<file path="config.mk">
export PLATFORM = sky130hd
export DESIGN_NAME = lcd_ram_addr_gen
export DESIGN_NICKNAME = d
export VERILOG_FILES = /design/src/rtl/lcd_addr_pkg.sv /design/src/rtl/lcd_wrap_ctr.sv /design/src/rtl/lcd_addr_seq.sv /design/src/rtl/lcd_wr_port.sv /design/src/rtl/lcd_ram_addr_gen.sv
export SDC_FILE = /design/constraint.sdc
export NUM_CORES = 1
export LEC_CHECK = 0
export ABC_AREA = 0
export BUFFER_PORTS_ARGS = -buffer_cell sky130_fd_sc_hd__buf_2
export CAP_MARGIN = 25
export CORE_UTILIZATION = 40
export CTS_CLUSTER_DIAMETER = 30
export DETAILED_ROUTE_END_ITERATION = 10
export PLACE_DENSITY = 0.63
export SLEW_MARGIN = 15
export SYNTH_ARGS = -nofsm -noshare
export SYNTH_HDL_FRONTEND = slang
export SYNTH_SLANG_ARGS = --single-unit
</file>
<file path="constraint.sdc">
create_clock -name clk -period 4 [get_ports clk]
set_input_delay 0.6 -clock clk [delete_from_list [all_inputs] [get_ports clk]]
set_output_delay 0.6 -clock clk [all_outputs]
set_load 0.1 [all_outputs]
</file>
<file path="src/rtl/lcd_addr_pkg.sv">
package lcd_addr_pkg;

   typedef enum logic {
      ORDER_HORIZ = 1'b0,
      ORDER_VERT  = 1'b1
   } order_e;

   typedef struct packed {
      logic col_step;
      logic bank_step;
   } step_t;

endpackage

</file>
<file path="src/rtl/lcd_wrap_ctr.sv">
// Wrapping pointer with a range-checked load.
// A load is taken only when the value does not exceed LOAD_MAX.
// A step at LAST returns the pointer to 0.
module lcd_wrap_ctr #(
   parameter int W        = 7,
   parameter int LAST     = 127,
   parameter int LOAD_MAX = 127
) (
   input  logic         clk,
   input  logic         rst,
   input  logic         ld,
   input  logic [W-1:0] ld_val,
   input  logic         step,
   output logic [W-1:0] q,
   output logic         at_last
);

   localparam logic [W-1:0] LAST_V = W'(LAST);
   localparam logic [W-1:0] ONE_V  = W'(1);

   initial begin
      if (LAST < 0 || LAST >= (1 << W))
         $error("lcd_wrap_ctr: LAST outside pointer range");
      if (LOAD_MAX < LAST)
         $error("lcd_wrap_ctr: LOAD_MAX below LAST");
   end

   logic ld_ok;

   generate
      if (LOAD_MAX >= (1 << W) - 1) begin : g_load_any
         assign ld_ok = ld;
      end else begin : g_load_limited
         localparam logic [W-1:0] LMAX_V = W'(LOAD_MAX);
         assign ld_ok = ld && (ld_val <= LMAX_V);
      end
   endgenerate

   assign at_last = (q == LAST_V);

   always_ff @(posedge clk) begin
      if (rst) begin
         q <= '0;
      end else if (ld_ok) begin
         q <= ld_val;
      end else if (step) begin
         q <= at_last ? '0 : q + ONE_V;
      end
   end

endmodule

</file>
<file path="src/rtl/lcd_addr_seq.sv">
// Decides which pointer steps on a write, from the order and the carry flags.
module lcd_addr_seq
   import lcd_addr_pkg::*;
(
   input  logic wr,
   input  logic order_vert,
   input  logic col_last,
   input  logic bank_last,
   input  logic bank_icon,
   output logic col_step,
   output logic bank_step
);

   order_e ord;
   step_t  st;

   always_comb begin
      ord = (order_vert && !bank_icon) ? ORDER_VERT : ORDER_HORIZ;
      st  = '0;
      if (wr) begin
         unique case (ord)
            ORDER_HORIZ: begin
               st.col_step  = 1'b1;
               st.bank_step = col_last && !bank_icon;
            end
            ORDER_VERT: begin
               st.bank_step = 1'b1;
               st.col_step  = bank_last;
            end
            default: st = '0;
         endcase
      end
   end

   assign col_step  = st.col_step;
   assign bank_step = st.bank_step;

endmodule

</file>
<file path="src/rtl/lcd_wr_port.sv">
// Output register for the display RAM write.
module lcd_wr_port #(
   parameter int ADDR_W = 10,
   parameter int DATA_W = 8
) (
   input  logic              clk,
   input  logic              rst,
   input  logic              wr,
   input  logic [ADDR_W-1:0] addr_in,
   input  logic [DATA_W-1:0] data_in,
   output logic              we,
   output logic [ADDR_W-1:0] addr,
   output logic [DATA_W-1:0] data
);

   always_ff @(posedge clk) begin
      if (rst) begin
         we   <= 1'b0;
         addr <= '0;
         data <= '0;
      end else begin
         we <= wr;
         if (wr) begin
            addr <= addr_in;
            data <= data_in;
         end
      end
   end

endmodule

</file>
<file path="src/rtl/lcd_ram_addr_gen.sv">
module lcd_ram_addr_gen #(
   parameter int COL_W     = 7,
   parameter int BANK_W    = 3,
   parameter int PIX_BANKS = 5,
   parameter int ICON_BANK = 5,
   parameter int DATA_W    = 8,
   localparam int ADDR_W   = BANK_W + COL_W
) (
   input  logic              clk,
   input  logic              rst,
   input  logic              col_ld,
   input  logic [COL_W-1:0]  col_ld_val,
   input  logic              bank_ld,
   input  logic [BANK_W-1:0] bank_ld_val,
   input  logic              order_ld,
   input  logic              order_vert,
   input  logic              wr_stb,
   input  logic [DATA_W-1:0] wr_byte,
   output logic              ram_we,
   output logic [ADDR_W-1:0] ram_addr,
   output logic [DATA_W-1:0] ram_wdata
);

   localparam int COL_LAST  = (1 << COL_W) - 1;
   localparam int BANK_LAST = PIX_BANKS - 1;
   localparam logic [BANK_W-1:0] ICON_V = BANK_W'(ICON_BANK);

   initial begin
      if (PIX_BANKS < 1)
         $error("lcd_ram_addr_gen: need at least one pixel bank");
      if (ICON_BANK != PIX_BANKS)
         $error("lcd_ram_addr_gen: icon bank must follow the last pixel bank");
      if (ICON_BANK >= (1 << BANK_W))
         $error("lcd_ram_addr_gen: icon bank does not fit the bank field");
   end

   logic [COL_W-1:0]  col_q;
   logic [BANK_W-1:0] bank_q;
   logic              order_q;
   logic              col_last, bank_last, bank_icon;
   logic              col_step, bank_step;

   always_ff @(posedge clk) begin
      if (rst)           order_q <= 1'b0;
      else if (order_ld) order_q <= order_vert;
   end

   assign bank_icon = (bank_q == ICON_V);

   lcd_wrap_ctr #(
      .W(COL_W), .LAST(COL_LAST), .LOAD_MAX(COL_LAST)
   ) u_col (
      .clk(clk), .rst(rst), .ld(col_ld), .ld_val(col_ld_val),
      .step(col_step), .q(col_q), .at_last(col_last)
   );

   lcd_wrap_ctr #(
      .W(BANK_W), .LAST(BANK_LAST), .LOAD_MAX(ICON_BANK)
   ) u_bank (
      .clk(clk), .rst(rst), .ld(bank_ld), .ld_val(bank_ld_val),
      .step(bank_step), .q(bank_q), .at_last(bank_last)
   );

   lcd_addr_seq u_seq (
      .wr(wr_stb), .order_vert(order_q), .col_last(col_last),
      .bank_last(bank_last), .bank_icon(bank_icon),
      .col_step(col_step), .bank_step(bank_step)
   );

   lcd_wr_port #(
      .ADDR_W(ADDR_W), .DATA_W(DATA_W)
   ) u_port (
      .clk(clk), .rst(rst), .wr(wr_stb), .addr_in({bank_q, col_q}),
      .data_in(wr_byte), .we(ram_we), .addr(ram_addr), .data(ram_wdata)
   );

endmodule

</file>
# Word-level counts from Yosys, hierarchy flattened

Cells that the tools add are included.

Input port bits: 25
Word-level logic and storage cells: 28
Flip-flop bits (word level): 30
Output and inout port bits: 19

Equal/unequal tests: 3
Muxes and demuxes: 9
Add/sub/neg operators: 2
Magnitude comparators: 1
Bitwise logic cells: 1
Reductions and logical operators: 6

Operators by type and width:

| cell                                                   | number |
|---|---|
| 2-to-1 mux 7 bit                                       | 3 |
| 2-to-1 mux 3 bit                                       | 3 |
| adder 7 x 1 -> 7 bit (second input constant)           | 1 |
| equality test 7 bit (second input constant)            | 1 |
| equality test 3 bit (second input constant)            | 2 |
| case mux 2 bit (2 select lines)                        | 1 |
| nonzero test 2 bit                                     | 2 |
| adder 3 x 1 -> 3 bit (second input constant)           | 1 |
| less-or-equal comparator 3 bit (second input constant) | 1 |
| logical AND 1 bit                                      | 3 |
| 2-to-1 mux 2 bit                                       | 1 |
| logical NOT 1 bit                                      | 1 |
| 2-to-1 mux 1 bit                                       | 1 |
| inverter 1 bit                                         | 1 |

# Logic depth before layout (Yosys ltp)

Depth in word-level cells: 9
Depth in mapped cells: 6
Gate-level depth less buffers: 6

# Hierarchy

From an unflattened synthesis, not the netlist that was laid out.

Cell total of the unflattened synthesis: 146
Area total of the unflattened synthesis: 1358.8 sq um

By module, submodules not included:

| module                | area each (sq um) | times used | sequential area each (sq um) | cells each |
|---|---|---|---|---|
| lcd_wr_port           | 675.6             | 1          | 380.4                        | 60 |
| lcd_wrap_ctr (u_col)  | 397.9             | 1          | 140.1                        | 51 |
| lcd_wrap_ctr (u_bank) | 220.2             | 1          | 60.1                         | 26 |
| lcd_ram_addr_gen      | 41.3              | 1          | 20.0                         | 5 |
| lcd_addr_seq          | 23.8              | 1          | 0.0                          | 4 |

# Least setup slack after synthesis

Ideal clock, no wire load.

Kind: input to register
Start: input port wr_stb
End: register u_col.q[6]
Setup time: 0.091 ns
Required time: 3.909 ns
Data arrival time: 1.709 ns
Stages on the path: 5
Path buffers: 1
Slack: 2.200 ns
Cell sequence: buf_4 > inv_4 > a21o_1 > or4_1 > a311oi_1

Word-level cells in the longest chain between the ends: 2

RTL lines:

| element                             | RTL line               | RTL |
|---|---|---|
| from (decl)                         | lcd_ram_addr_gen.sv:17 | `input logic wr_stb,` |
| 2-to-1 mux 2 bit                    | lcd_addr_seq.sv:20     | `if (wr) begin` |
| nonzero test 2 bit (no source line) | -                      |  |
| to (signal assigned)                | lcd_wrap_ctr.sv:45     | `q <= ld_val;` |
| to (signal assigned)                | lcd_wrap_ctr.sv:47     | `q <= at_last ? '0 : q + ONE_V;` |
| to (decl)                           | lcd_wrap_ctr.sv:14     | `output logic [W-1:0] q,` |

No other way between the ends.
A chain may end at the register's enable or synchronous reset.

# Final worst setup path

Ends and elaborated chain as after synthesis.

==> results.md <==
* Crit Path Class: in -> reg
* Via count at 1211
* Post-CTS Setup Inserts at 0
* Max stage delay on crit path at 0.48 ns
* Post-route clock period utilization at a little under half
* Crit start category: primary input
* Syn_area_per_cell at 9.28 um2
* Ys flop type: dfxtp_1
* Starting density of the core at roughly 43%
* Syn Nets at 174
* WL per Instance at 12.6 um
* Worst hold margin at 0.497 ns
* First-pass GRT wire length at 4890 um
* # rows at 20
* Pin count of the biggest net entering global routing at 31
* Crit-path max FO at 19
* Area leader, netlist: dfxtp_1
* Pwr Density at approximately 470 nW/um2
* Detailed placement HPWL at 2190 um
* Area of the die at 3600 um2
* Fin Setup TNS at 0 ns
* Yosys Warn Count at 0
* Post-CTS Resized at 0
* Number of antenna violations at the first check in global routing at 0
* Grt ovf at 0
* Synth top area share at 44.7%
* Die X at 60.0 um
* Synth Register Bits at 30
* Status: finished clean
* Commonest non-fill, non-tap cells in the layout: 43 x buf_2, 30 x dfxtp_1, 28 x nor2_1, 20 x mux2i_1, 9 x inv_1
* Synth cell types at 34
* Unrepaired setup endpoints after global routing: false
* Critical-path cell list: buf_2 > inv_4 > a21o_1 > or4_1 > a311oi_1
* RR Startpoint: u_col.q[0]$_SDFFE_PP0P_
* Max_cap viols at 0
* Top delay family on crit path: buffers and inverters
* I/O Pins at 44
* Worst Hold Path EP: u_port.data[5]$_SDFFE_PP0P_
* Antenna Diode Count at 0
* CTS tree: yes
* Reg-to-Reg End: u_bank.q[0]$_SDFFE_PP0P_
* Worst endpoint required time at 4.25 ns
* Crit. End Element: flop
* EDFF count, synth at 0
* Minimum clock period after layout at 1.88 ns
* Vias in the first global route at around 1100
* Clock-pin slew on the worst setup and hold paths at 0.10 ns
* Asr flop ratio synth at 0%
* Crit path depth at 5
* GR Util All Layers at around a fifth
* Commonest non-fill, non-tap cell in the layout: buf_2
* Final setup fails at 0
* Post-CTS Hold Buffers at 0
* Buf/Inv on CP at 2
* Design area at approximately 1700 um2
* Average vias per placed instance at 5.18
* Layout cells sized above 1 at 28.9%
* Hold path cells at 2
* Max Fclk at 531 MHz
* Drt first pass iters at 4
* Fin nets at 218
* Post-DRT Antenna Nets at 0
* H-tree Lvls at 2
* Worst Skew at 0.00906 ns
* Worst rel slew slack at 61.4%
* Area grow syn2layout at 26.2%
* 1st-iter DRT viols at 27
* Max Slew Vio Count at 0
* Worst Tran Pin Value at between 0.5 and 0.6 ns
* Slowest CP cell: or4_1
* TritonCTS Buffers at 5
* Reg2reg setup slack at 2.13 ns
* Maximum VDD drop at about 0.00024 V
* Die extent in y at 60.0 um
* CTS Buffer Depth at 2
* Core region area at 3130 um2
* Area post-placement at 1590 um2
* GP Congestion at 0.840
* Worst r2r path cells at 5
* DR DRC count at 0
* Hold Crit Start: u_port.data[5]$_SDFFE_PP0P_
* Total clock sinks at 30
* Cell Area, Synth at 1350 um2
* Leak at 0.809 nW
* Worst Hold Class: reg -> reg
* Final Hold Vio Count at 0
* Top cells by area, synth: dfxtp_1 45%, mux2i_1 15%, nor2_1 7.8%
* Worst EP arrival at between 2 and 2.5 ns
* Sequential-to-total area share from yosys stat at between 40% and 50%
* Cells after Synth at 145
* CTS root buf: clkbuf_4
* Clock latency on the worst-skew pair at 0.33 ns
* I/O Buffers at 43
* Routed WL at between 2000 and 3000 um
## state kept, by name, indices dropped and copies added (netlist names)
signal and count:
u_port.we 1, u_col.q 7, u_bank.q 3, order_q 1, u_port.addr 10, u_port.data 8
## logic make-up (layout without fill, tap and decap cells)
kind of cell / Yosys count / in the layout / share of synthesized area [%]
AO/OA/AOI/OAI: 31 / 31 / 17.6
XOR/XNOR: 2 / 2 / 1.30
adder cells (fa/ha/maj): 4 / 4 / 3.72
buffers and inverters: 16 / 61 / 5.12
flip-flops: 30 / 30 / 44.7
multiplexers: 20 / 20 / 14.9
AND/OR/NAND/NOR: 42 / 42 / 12.7
## cell type report
cell class,count,area [um2]
fill,310,1430
multi-input combinational,99,676
sequential,30,601
timing repair buffer,43,215
clock inverter,2,60.1
tap,44,55.1
clock buffer,6,51.3
inverter,10,40.0
## metal layers
metal  GRT usage, %  wire, um  vias up
li1               -         -      604
met3           6.93       157       11
met2           30.6      1370       37
met4           11.6        85        0
met1           20.8      1340      559
met5              0         0        -
## how the worst max path moves through the flow
stage,from,to,slack (ns)
detailed placement,wr_stb,u_col.q[0]$_SDFFE_PP0P_,1.77
floorplan,wr_stb,u_col.q[6]$_SDFFE_PP0P_,2.20
global route,u_col.q[0]$_SDFFE_PP0P_,u_bank.q[0]$_SDFFE_PP0P_,2.03
CTS,wr_stb,u_col.q[0]$_SDFFE_PP0P_,2.12
global placement,wr_stb,u_col.q[6]$_SDFFE_PP0P_,1.83
finish,wr_stb,u_col.q[6]$_SDFFE_PP0P_,2.12
## synthesized netlist by cell type (2+ instances only)
cell	instances
a311oi_1	2
dfxtp_1	30
a21o_1	2
a211oi_1	4
ha_1	4
a221oi_1	3
a21oi_1	5
nor2_1	28
o21ai_0	3
buf_2	2
nand3_1	2
clkbuf_1	3
mux2i_1	20
inv_1	9
xnor2_1	2
nand2_1	8
## tightest hold or removal path: stages, from the launching register on
cell and delay, ns:
dfxtp_1 0.33, mux2i_1 0.06, nor2_1 0.07
## per-stage QoR
step | setup slack (ns) | power, mW | cells | util, %
2_1_floorplan | 2.20 | 0.460 | 145 | -
3_3_place_gp | 1.83 | 0.491 | 226 | 50.7
5_1_grt | 2.03 | 0.841 | 234 | 54.3
6_report | 2.12 | 0.805 | 234 | 54.3
4_1_cts | 2.12 | 0.814 | 234 | 54.3
3_5_place_dp | 1.77 | 0.495 | 226 | 50.7
## report_power, final
group	total, mW	leakage [nW]	internal, mW	switching [mW]
sequential	0.336	0.247	0.317	0.0187
clock	0.317	0.0585	0.212	0.105
combinational	0.153	0.503	0.0402	0.112
total	0.805	0.809	0.569	0.236
Note: power is estimated with default switching activity, not from simulation.
